[src/rtl/shadd_pkg.sv]
package shadd_pkg;
    typedef enum logic [1:0] {
        MODE_FULL  = 2'b00,
        MODE_SWORD = 2'b01,
        MODE_UWORD = 2'b10,
        MODE_ALT   = 2'b11
    } shadd_mode_e;

    typedef struct packed {
        logic lt;
        logic gt;
        logic eq;
        logic so;
    } cond_field_t;
endpackage

[src/rtl/shadd_extend.sv]
module shadd_extend #(
    parameter int XLEN = 64
) (
    input  logic [XLEN-1:0]          rb_i,
    input  shadd_pkg::shadd_mode_e   mode_i,
    output logic [XLEN-1:0]          ext_o
);
    localparam int HALF = XLEN / 2;

    logic [HALF-1:0] upper_fill;

    always_comb begin
        unique case (mode_i)
            shadd_pkg::MODE_SWORD: upper_fill = {HALF{rb_i[HALF-1]}};
            shadd_pkg::MODE_UWORD: upper_fill = '0;
            default:               upper_fill = rb_i[XLEN-1:HALF];
        endcase
        ext_o = {upper_fill, rb_i[HALF-1:0]};
    end
endmodule

[src/rtl/shadd_shift.sv]
module shadd_shift #(
    parameter int XLEN = 64,
    parameter int SH_W = 2
) (
    input  logic [XLEN-1:0] val_i,
    input  logic [SH_W-1:0] sh_i,
    output logic [XLEN-1:0] shifted_o
);
    localparam int NAMT = 1 << SH_W;

    logic [XLEN-1:0] cand [NAMT];

    for (genvar k = 0; k < NAMT; k++) begin : g_amt
        assign cand[k] = {val_i[XLEN-2-k:0], {(k+1){1'b0}}};
    end

    assign shifted_o = cand[sh_i];
endmodule

[src/rtl/shadd_flags.sv]
module shadd_flags #(
    parameter int XLEN = 64
) (
    input  logic [XLEN-1:0]        res_i,
    input  logic                   so_i,
    output shadd_pkg::cond_field_t flags_o
);
    logic is_zero;

    always_comb begin
        is_zero     = (res_i == '0);
        flags_o.lt  = res_i[XLEN-1];
        flags_o.gt  = !res_i[XLEN-1] && !is_zero;
        flags_o.eq  = is_zero;
        flags_o.so  = so_i;
    end
endmodule

[src/rtl/shadd_unit.sv]
module shadd_unit #(
    parameter int XLEN = 64,
    parameter int SH_W = 2
) (
    input  logic            clk,
    input  logic            rst_n,
    input  logic [XLEN-1:0] ra_i,
    input  logic [XLEN-1:0] rb_i,
    input  logic [SH_W-1:0] sh_i,
    input  logic [1:0]      mode_i,
    input  logic            rc_i,
    input  logic            so_i,
    output logic [XLEN-1:0] sum_o,
    output logic [3:0]      cr0_o
);
    import shadd_pkg::*;

    shadd_mode_e  mode_sel;
    logic [XLEN-1:0] ext_val;
    logic [XLEN-1:0] shifted;
    logic [XLEN-1:0] sum_next;
    cond_field_t  flags_next;
    cond_field_t  cr0_q;

    assign mode_sel = shadd_mode_e'(mode_i);

    shadd_extend #(.XLEN(XLEN)) u_extend (
        .rb_i   (rb_i),
        .mode_i (mode_sel),
        .ext_o  (ext_val)
    );

    shadd_shift #(.XLEN(XLEN), .SH_W(SH_W)) u_shift (
        .val_i     (ext_val),
        .sh_i      (sh_i),
        .shifted_o (shifted)
    );

    assign sum_next = shifted + ra_i;

    shadd_flags #(.XLEN(XLEN)) u_flags (
        .res_i   (sum_next),
        .so_i    (so_i),
        .flags_o (flags_next)
    );

    always_ff @(posedge clk or negedge rst_n) begin
        if (!rst_n) begin
            sum_o <= '0;
            cr0_q <= '0;
        end else begin
            sum_o <= sum_next;
            if (rc_i) begin
                cr0_q <= flags_next;
            end
        end
    end

    assign cr0_o = cr0_q;
endmodule

[config.mk]
export PLATFORM = sky130hd
export DESIGN_NAME = shadd_unit
export DESIGN_NICKNAME = d
export VERILOG_FILES = /design/src/rtl/shadd_pkg.sv /design/src/rtl/shadd_extend.sv /design/src/rtl/shadd_shift.sv /design/src/rtl/shadd_flags.sv /design/src/rtl/shadd_unit.sv
export SDC_FILE = /design/constraint.sdc
export NUM_CORES = 1
export LEC_CHECK = 0
export ABC_AREA = 1
export BUFFER_PORTS_ARGS = -buffer_cell sky130_fd_sc_hd__buf_2
export CORE_MARGIN = 2
export CORE_UTILIZATION = 40
export CTS_BUF_LIST = sky130_fd_sc_hd__clkbuf_4
export DETAILED_ROUTE_END_ITERATION = 16
export HOLD_SLACK_MARGIN = 0.1
export SYNTH_ARGS = -nofsm -noshare
export SYNTH_HDL_FRONTEND = slang
export SYNTH_HIERARCHICAL = 1
export SYNTH_SLANG_ARGS = --single-unit
[constraint.sdc]
create_clock -name clk -period 1.3 [get_ports clk]
set_clock_uncertainty 0.1 [all_clocks]
set_input_delay 0.13 -clock clk [delete_from_list [all_inputs] [get_ports clk]]
set_output_delay 0.13 -clock clk [all_outputs]
set_load 0.03 [all_outputs]
==> impl_metrics.json, run 1 <==
{
  "clk_pin_slew_ns": 0.11,
  "hold_slack_ns": -0.01326,
  "routed-via-count": 12860,
  "critPathLaunch": "mode_i[1]",
  "post-route-min-period_ns": 3.040,
  "slowest_delay_ns": 0.35,
  "drt_iter0_markers": 758,
  "syn_area_sq_mm": 0.01030,
  "cts-root-buf": "clkbuf_4",
  "dp_hpwl_microns": 32240,
  "cp-start-kind": "input port",
  "p_total_mw": 17.24,
  "first_global_vias": 11900,
  "violations": "negative hold slack, negative setup slack",
  "syn_nets": 2130,
  "reg2reg_slack_ns": 0.43,
  "critPathTopFamily": "simple AND/OR/NAND/NOR gates",
  "tritoncts": "yes",
  "worstPathBufferInverterCount": 6,
  "die_area_sq_mm": 0.02704,
  "crit_arrival_ns": 3.23,
  "wl_per_cell_microns": 15.21,
  "layout-drive-gt1-share_pct": 55.07,
  "outcome": "complete, but fails checks",
  "setup_slack_ns": -1.740,
  "ir_drop_mv": 1.064,
  "met1_usage_pct": 43.54,
  "area.growth.synth_to_final_pct": 73.36,
  "grt_pass1_wl_microns": 61830,
  "clock_path_buffers": 2,
  "htree_levels": 3,
  "hold_viol": 1,
  "fin_util_pct": 70.68,
  "busiest_layer": "met2",
  "power_density_mw_per_mm2": 965.7,
  "setup_tns_ns": -53.49,
  "postCtsHoldBufs": 5,
  "die_h_microns": 164.4,
  "fin_crit_sh_pct": 233.8,
  "numCtsBuffers": 9,
  "globalRouteOverflowTotal": 0,
  "cts.sinks": 68,
  "final-max-slew-violation-count": 0,
  "num_rows": 58,
  "yosys_warnings": 6,
  "num_io_pins": 204,
  "use_met2_pct": 46.75,
  "place.gp.congestion": 0.9608,
  "grtUsageMet3_pct": 2.486,
  "cp_common_cell": "nand2_1",
  "rsz0062_at_grt": "true",
  "endpoint_kind": "flip-flop",
  "postRouteAntennaNets": 0,
  "clock.fmax_mhz": 329.0,
  "placed_area_sq_mm": 0.01442,
  "core_sq_mm": 0.02525,
  "critPathMaxFanout": 8,
  "clk_latency_ns": 0.38,
  "fin_area_sq_mm": 0.01785,
  "die_x_microns": 164.4,
  "grt_max_degree": 49,
  "vias_per_cell": 4.765,
  "syn_inst": 1929,
  "grt_usage_pct": 29.43,
  "critPathCapture": "cr0_o[2]$_DFFE_PN0P_",
  "crit_type": "in2reg",
  "nFillCells": 2162,
  "r2r-end": "cr0_o[1]$_DFFE_PN0P_",
  "worstSetupPathDepth": 30,
  "finish.net_count": 2564,
  "power.leakage_nw": 9.826,
  "syn_area_per_cell_sq_um": 5.338,
  "rr_worst_depth": 1,
  "crit_slowest_cell": "ha_4",
  "cap_viol_max_count": 0,
  "wl_microns": 41040,
  "antenna_found_initial": 1,
  "setup_viol": 65,
  "r2r_start": "cr0_o[1]$_DFFE_PN0P_",
  "portBuffers": 202,
  "drc_errors": 0,
  "hold_path_class": "in2reg",
  "initial_core_util_pct": 40.77,
  "cp.required_ns": 1.49,
  "firstDrtPassIters": 7
}
## state kept, by name, summed over array words and instances (netlist names)
| signal | count |
|---|---|
| cr0_o | 4 |
| sum_o | 64 |
## where the power goes
group	total, mW	internal [mW]	leakage [nW]	switching [mW]
registers	2.86	2.71	0.804	0.147
logic	13.1	5.44	8.95	7.64
clock network	1.30	0.621	0.0766	0.677
total	17.2	8.77	9.83	8.46
## how the worst min path moves through the flow
stage / endpoint / start / cells after the start / slack [ns]
global placement: sum_o[1]$_DFF_PN0_ / rst_n / 1 / -0.1
CTS: sum_o[1]$_DFF_PN0_ / ra_i[1] / 2 / -0.05
floorplan: cr0_o[0]$_DFFE_PN0P_ / rst_n / 0 / -0.27
detailed placement: sum_o[1]$_DFF_PN0_ / rst_n / 1 / -0.09
finish: sum_o[1]$_DFF_PN0_ / ra_i[1] / 2 / -0.01
global route: sum_o[1]$_DFF_PN0_ / ra_i[1] / 2 / -0.03
## through the flow
step / setup WS [ns] / cells
global placement: -2.283 / 2605
finish: -1.740 / 2699
CTS: -1.581 / 2669
global route: -1.860 / 2699
detailed placement: -2.333 / 2605
floorplan: -1.674 / 1929
## metal layers
metal  up-vias  part of all wire, %
li1       6579                    -
met1      5800                   47
met2       438                   45
met3        43                  7.1
met4         0                  1.6
met5         -                    0
## timing repair
item                                    CTS  global route
buffers inserted                         50            27
endpoints found under the setup margin   65            65
gates resized for setup                 452           249
pin swaps                               179           159
cloned                                    7             2
endpoints found under the hold margin    74             1
## cell usage in the layout (no fill, tap or decap), drive strengths merged, types with 5 or more instances in the layout
| cell type | instances |
|---|---|
| buf | 481 |
| nand2 | 885 |
| ha | 64 |
| nand3 | 181 |
| nand4 | 13 |
| nor3 | 15 |
| inv | 382 |
| clkbuf | 13 |
| nor2 | 162 |
| clkinv | 6 |
| a21oi | 42 |
| dlygate4sd3 | 5 |
| dfrtp | 68 |
| xor2 | 31 |
## final cells by class
| cell class | count | area [sq um] | share of cell area (%) |
|---|---|---|---|
| repair buffers | 491 | 3835 | 21.48 |
| diodes | 1 | 2.502 | 0.01402 |
| inverters | 385 | 1499 | 8.398 |
| multi-input cells | 1408 | 10260 | 57.50 |
| well taps | 330 | 412.9 | 2.313 |
| clock buffers | 11 | 82.58 | 0.4626 |
| clock inverters | 5 | 52.55 | 0.2944 |
| flip-flops and latches | 68 | 1702 | 9.533 |
No activity file was read; power rests on OpenSTA's default activity.
==> inputs of run 2 (changes only) <==
PLACE_DENSITY = 0.73   (was unset)
==> run 2 against run 1 <==
Against the previous run: worst hold slack gained 0.13 ns; final area shrank 0.83%; combinational power about the same; register-to-register slack barely moved; via count rose by 3.2%; critical path type unchanged; largest power group unchanged; critical path depth shrank 1; count of clock-buffer cells in the layout unchanged; wire length is 3.4% higher; first-iteration DRC count is 17% higher; the flow finishes with violations (negative setup slack); critical endpoint unchanged; setup slack got worse by 0.14 ns.
==> impl_metrics.json, run 2 (synthesized netlist as in run 1, its figures left out) <==
{
  "routed-via-count": 13270,
  "crit_arrival_ns": 3.38,
  "core_sq_mm": 0.02525,
  "fin_util_pct": 70.09,
  "r2r_start": "cr0_o[2]$_DFFE_PN0P_",
  "wl_per_cell_microns": 15.76,
  "portBuffers": 202,
  "hold_path_class": "in2async",
  "grt_usage_pct": 30.04,
  "numCtsBuffers": 9,
  "setup_slack_ns": -1.876,
  "power.leakage_nw": 9.748,
  "clock.fmax_mhz": 314.8,
  "htree_levels": 3,
  "violations": "negative setup slack",
  "first_global_vias": 12460,
  "drc_errors": 0,
  "cp-start-kind": "input port",
  "final-max-slew-violation-count": 0,
  "postCtsHoldBufs": 4,
  "wl_microns": 42450,
  "clk_pin_slew_ns": 0.10,
  "layout-drive-gt1-share_pct": 54.80,
  "p_total_mw": 17.35,
  "rr_worst_depth": 1,
  "tightestPinTransition_ns": 0.5386,
  "antenna_found_initial": 1,
  "endpoint_kind": "flip-flop",
  "outcome": "complete, but fails checks",
  "dp_hpwl_microns": 32390,
  "die_area_sq_mm": 0.02704,
  "num_rows": 58,
  "cp_common_cell": "nand2_2",
  "die_x_microns": 164.4,
  "r2r-end": "cr0_o[2]$_DFFE_PN0P_",
  "critPathLaunch": "mode_i[1]",
  "critPathCapture": "cr0_o[2]$_DFFE_PN0P_",
  "final_cell_mix": "500 x nand2_1, 298 x nand2_2, 296 x inv_1",
  "crit_slowest_cell": "ha_4",
  "cp.required_ns": 1.50,
  "num_io_pins": 204,
  "fin_crit_sh_pct": 244.3,
  "die_h_microns": 164.4,
  "post-route-min-period_ns": 3.176,
  "hold_viol": 0,
  "top_register": "sum_o",
  "rsz0062_at_grt": "true",
  "slowest_delay_ns": 0.32,
  "grt_pass1_wl_microns": 63410,
  "cts.sinks": 68,
  "tritoncts": "yes",
  "power_density_mw_per_mm2": 980.2,
  "ir_drop_mv": 1.246,
  "drt_iter0_markers": 889,
  "initial_core_util_pct": 40.77,
  "postRouteAntennaNets": 0,
  "clock_path_buffers": 2,
  "slew_headroom_pct": 63.84,
  "firstDrtPassIters": 9,
  "grt_max_degree": 47,
  "largest_reg_flops": 64,
  "reg2reg_slack_ns": 0.43,
  "critPathMaxFanout": 8,
  "clk_latency_ns": 0.40,
  "cts-root-buf": "clkbuf_4",
  "setup_viol": 64,
  "globalRouteOverflowTotal": 0,
  "final_common_cell": "nand2_1",
  "vias_per_cell": 4.927,
  "hold_slack_ns": 0.1124,
  "area.growth.synth_to_final_pct": 71.92,
  "finish.net_count": 2560,
  "place.gp.congestion": 0.9689,
  "crit_type": "in2reg",
  "cap_viol_max_count": 0
}
==> run 2: where the power goes <==
group | switching [mW] | leakage, nW | internal (mW)
Clock | 0.652 | 0.0695 | 0.603
Sequential | 0.143 | 0.804 | 2.71
Combinational | 7.79 | 8.87 | 5.46
==> run 2: final cells by class <==
class	count	area, sq um
well taps	330	412.9
multi-input cells	1408	10210
clock buffers	11	82.58
repair inverters	1	11.26
diodes	1	2.502
inverters	385	1504
clock inverters	4	41.29
repair buffers	486	3731
flip-flops and latches	68	1702
fillers	2019	7553
==> run 2: layer usage <==
metal	track usage, %	up-vias	share of wire [%]
met3	2.687	72	5.8
met1	42.30	6188	45
met4	6.561	0	2.0
li1	-	6565	-
met2	50.04	448	47
met5	0	-	0
==> run 2: how the worst min path moves through the flow <==
| stage | start | end | slack [ns] | depth (start not counted) |
|---|---|---|---|---|
| 3_3_place_gp | rst_n | sum_o[26]$_DFF_PN0_ | 0.009 | 1 |
| 3_5_place_dp | rst_n | sum_o[26]$_DFF_PN0_ | 0.01 | 1 |
| 4_1_cts | ra_i[1] | sum_o[1]$_DFF_PN0_ | 0.08 | 3 |
| 5_1_grt | ra_i[1] | sum_o[1]$_DFF_PN0_ | 0.09 | 3 |
| 2_1_floorplan | rst_n | cr0_o[0]$_DFFE_PN0P_ | -0.27 | 0 |
| 6_report | rst_n | sum_o[26]$_DFF_PN0_ | 0.11 | 2 |
==> run 2: what timing repair did <==
item | in CTS | in global routing
setup buffers | 53 | 16
gates cloned | 9 | 0
endpoints found under the setup margin | 65 | 65
gates resized for setup | 391 | 309
pin swaps | 154 | 199
endpoints found under the hold margin | 74 | 1
==> run 2: stage by stage <==
stage	cells	setup WS (ns)	setup TNS [ns]	instance area, sq um
floorplan	1929	-1.674	-43.70	11850
global placement	2604	-2.283	-84.77	14390
detailed placement	2604	-2.329	-86.79	14390
CTS	2678	-1.634	-45.11	16640
global route	2694	-1.951	-56.89	17700
finish	2694	-1.876	-52.42	17700
==> run 2: worst max-delay path: cells and delay by family <==
family | cells | cell delay, ns
AOI/OAI and AO/OA | 1 | 0.06
muxes | 1 | 0.25
adders and majority gates | 2 | 0.60
and+or+nand+nor | 17 | 1.61
buffers and inverters | 8 | 0.72
==> inputs of run 3 (changes only) <==
SETUP_SLACK_MARGIN = 0.15   (was unset)
clock period = 3.34 ns   (was 1.3 ns; I/O delays follow)
==> run 3 against run 2 <==
Against the previous run: the flow now finishes without violations; global-route usage decreased by 4.6 points; cell count decreased by 1.9%; power decreased by 66%; register-to-register slack improved by 2.0 ns; critical path type unchanged; highest routed layer unchanged.
==> impl_metrics.json, run 3 (synthesized netlist as in run 1, its figures left out) <==
{
  "outcome": "complete, no violations",
  "wl_per_cell_microns": 14.15,
  "nFillCells": 2458,
  "clk_pin_slew_ns": 0.12,
  "largest_reg_flops": 64,
  "fin_crit_sh_pct": 97.20,
  "wl_met1_microns": 17770,
  "slowest_delay_ns": 0.30,
  "clk_latency_ns": 0.40,
  "cts.sinks": 68,
  "endpoint_kind": "flip-flop",
  "cp_common_cell": "nand2_2",
  "die_area_sq_mm": 0.02704,
  "post-route-min-period_ns": 3.246,
  "cp-start-kind": "input port",
  "die_h_microns": 164.4,
  "worstPathBufferInverterCount": 7,
  "hold_end": "cr0_o[3]$_DFFE_PN0P_",
  "portBuffers": 202,
  "fin_area_sq_mm": 0.01512,
  "place_inst": 2596,
  "setup_slack_ns": 0.09355,
  "r2r-end": "cr0_o[2]$_DFFE_PN0P_",
  "grt_pass1_wl_microns": 53880,
  "final_common_cell": "nand2_1",
  "cp.required_ns": 3.53,
  "num_rows": 58,
  "crit_slowest_cell": "ha_4",
  "firstDrtPassIters": 5,
  "layout-drive-gt1-share_pct": 38.81,
  "ir_drop_mv": 0.4618,
  "wl_met3_microns": 2160,
  "crit_type": "in2reg",
  "postRouteAntennaNets": 0,
  "fin_util_pct": 59.86,
  "min_from": "rc_i",
  "antenna_found_initial": 2,
  "drc_errors": 0,
  "clock_path_buffers": 2,
  "power.leakage_nw": 8.872,
  "crit_arrival_ns": 3.43,
  "hold_path_class": "in2reg",
  "clock.fmax_mhz": 308.0,
  "core_sq_mm": 0.02525,
  "globalRouteOverflowTotal": 0,
  "wl_met2_microns": 16810,
  "area.growth.synth_to_final_pct": 46.82,
  "setup_viol": 0,
  "critPathMaxFanout": 7,
  "hold-path-cell-count": 2,
  "final-max-slew-violation-count": 0,
  "hold_slack_ns": 0.1580,
  "hold_viol": 0,
  "numCtsBuffers": 9,
  "place_ws_ns": -0.4814,
  "placed_area_sq_mm": 0.01301,
  "critPathTopFamily": "simple AND/OR/NAND/NOR gates",
  "tightestPinTransition_ns": 1.089,
  "stdcell_count": 2643,
  "drt_iter0_markers": 826,
  "routed-via-count": 12480,
  "worstSetupPathDepth": 28,
  "final_cell_mix": "696 x nand2_1, 340 x inv_1, 209 x buf_4",
  "cts-root-buf": "clkbuf_4",
  "rsz0062_at_grt": "true",
  "setup_tns_ns": 0,
  "vias_per_cell": 4.723,
  "rr_worst_depth": 1,
  "top_register": "sum_o",
  "grt_usage_pct": 25.44,
  "dp_hpwl_microns": 30260,
  "initial_core_util_pct": 40.77,
  "tritoncts": "yes",
  "slew_headroom_pct": 27.40,
  "place.gp.congestion": 0.9582,
  "num_io_pins": 204,
  "highest_layer": "met4",
  "die_x_microns": 164.4,
  "cap_viol_max_count": 0,
  "r2r_start": "cr0_o[2]$_DFFE_PN0P_",
  "finish.net_count": 2507,
  "power_density_mw_per_mm2": 394.1,
  "p_total_mw": 5.957,
  "wl_microns": 37400,
  "grt_max_degree": 61,
  "reg2reg_slack_ns": 2.47,
  "htree_levels": 3,
  "first_global_vias": 11020
}
==> run 3: cell count changes in the layout (fill, tap and decap cells not counted), sizes merged, moves of 2 or more <==
cell and delta:
buf -55, clkbuf +6, bufbuf -4, clkinvlp +2
==> run 3: per-layer routing <==
metal | up-vias | global-route usage [%]
met1 | 5591 | 37.94
met3 | 48 | 1.331
li1 | 6497 | -
met5 | - | 0
met4 | 0 | 5.020
met2 | 348 | 40.72
==> run 3: area by class of cell <==
cell class	count	area (sq um)	area share, %
Multi-Input combinational cell	1408	8386	55.47
Timing Repair Buffer	434	2994	19.81
Sequential cell	68	1702	11.26
Inverter	385	1459	9.651
Tap cell	330	412.9	2.731
Clock inverter	7	91.34	0.6042
Clock buffer	9	67.56	0.4469
Antenna cell	2	5.005	0.03311
==> run 3: power breakdown <==
part | internal (mW) | switching [mW] | total (mW)
registers | 1.06 | 0.0568 | 1.11
logic | 1.69 | 2.59 | 4.27
clock network | 0.300 | 0.275 | 0.574
==> run 3: timing repair <==
action / 4_1_cts / 5_1_grt
hold buffers: 3 / 0
gates resized for setup: 82 / 357
cloned: 0 / 6
pin swaps: 9 / 120
endpoints found under the hold margin: 55 / 0
setup buffers: 6 / 14
endpoints found under the setup margin: 2 / 2
==> run 3: worst max path at each step <==
| stage | start | endpoint | slack [ns] |
|---|---|---|---|
| 2_1_floorplan | mode_i[1] | cr0_o[1]$_DFFE_PN0P_ | 0.16 |
| 3_3_place_gp | mode_i[1] | cr0_o[2]$_DFFE_PN0P_ | -0.43 |
| 3_5_place_dp | mode_i[1] | cr0_o[2]$_DFFE_PN0P_ | -0.48 |
| 4_1_cts | mode_i[0] | cr0_o[2]$_DFFE_PN0P_ | 0.15 |
| 5_1_grt | mode_i[1] | cr0_o[2]$_DFFE_PN0P_ | -0.07 |
| 6_report | mode_i[1] | cr0_o[2]$_DFFE_PN0P_ | 0.09 |
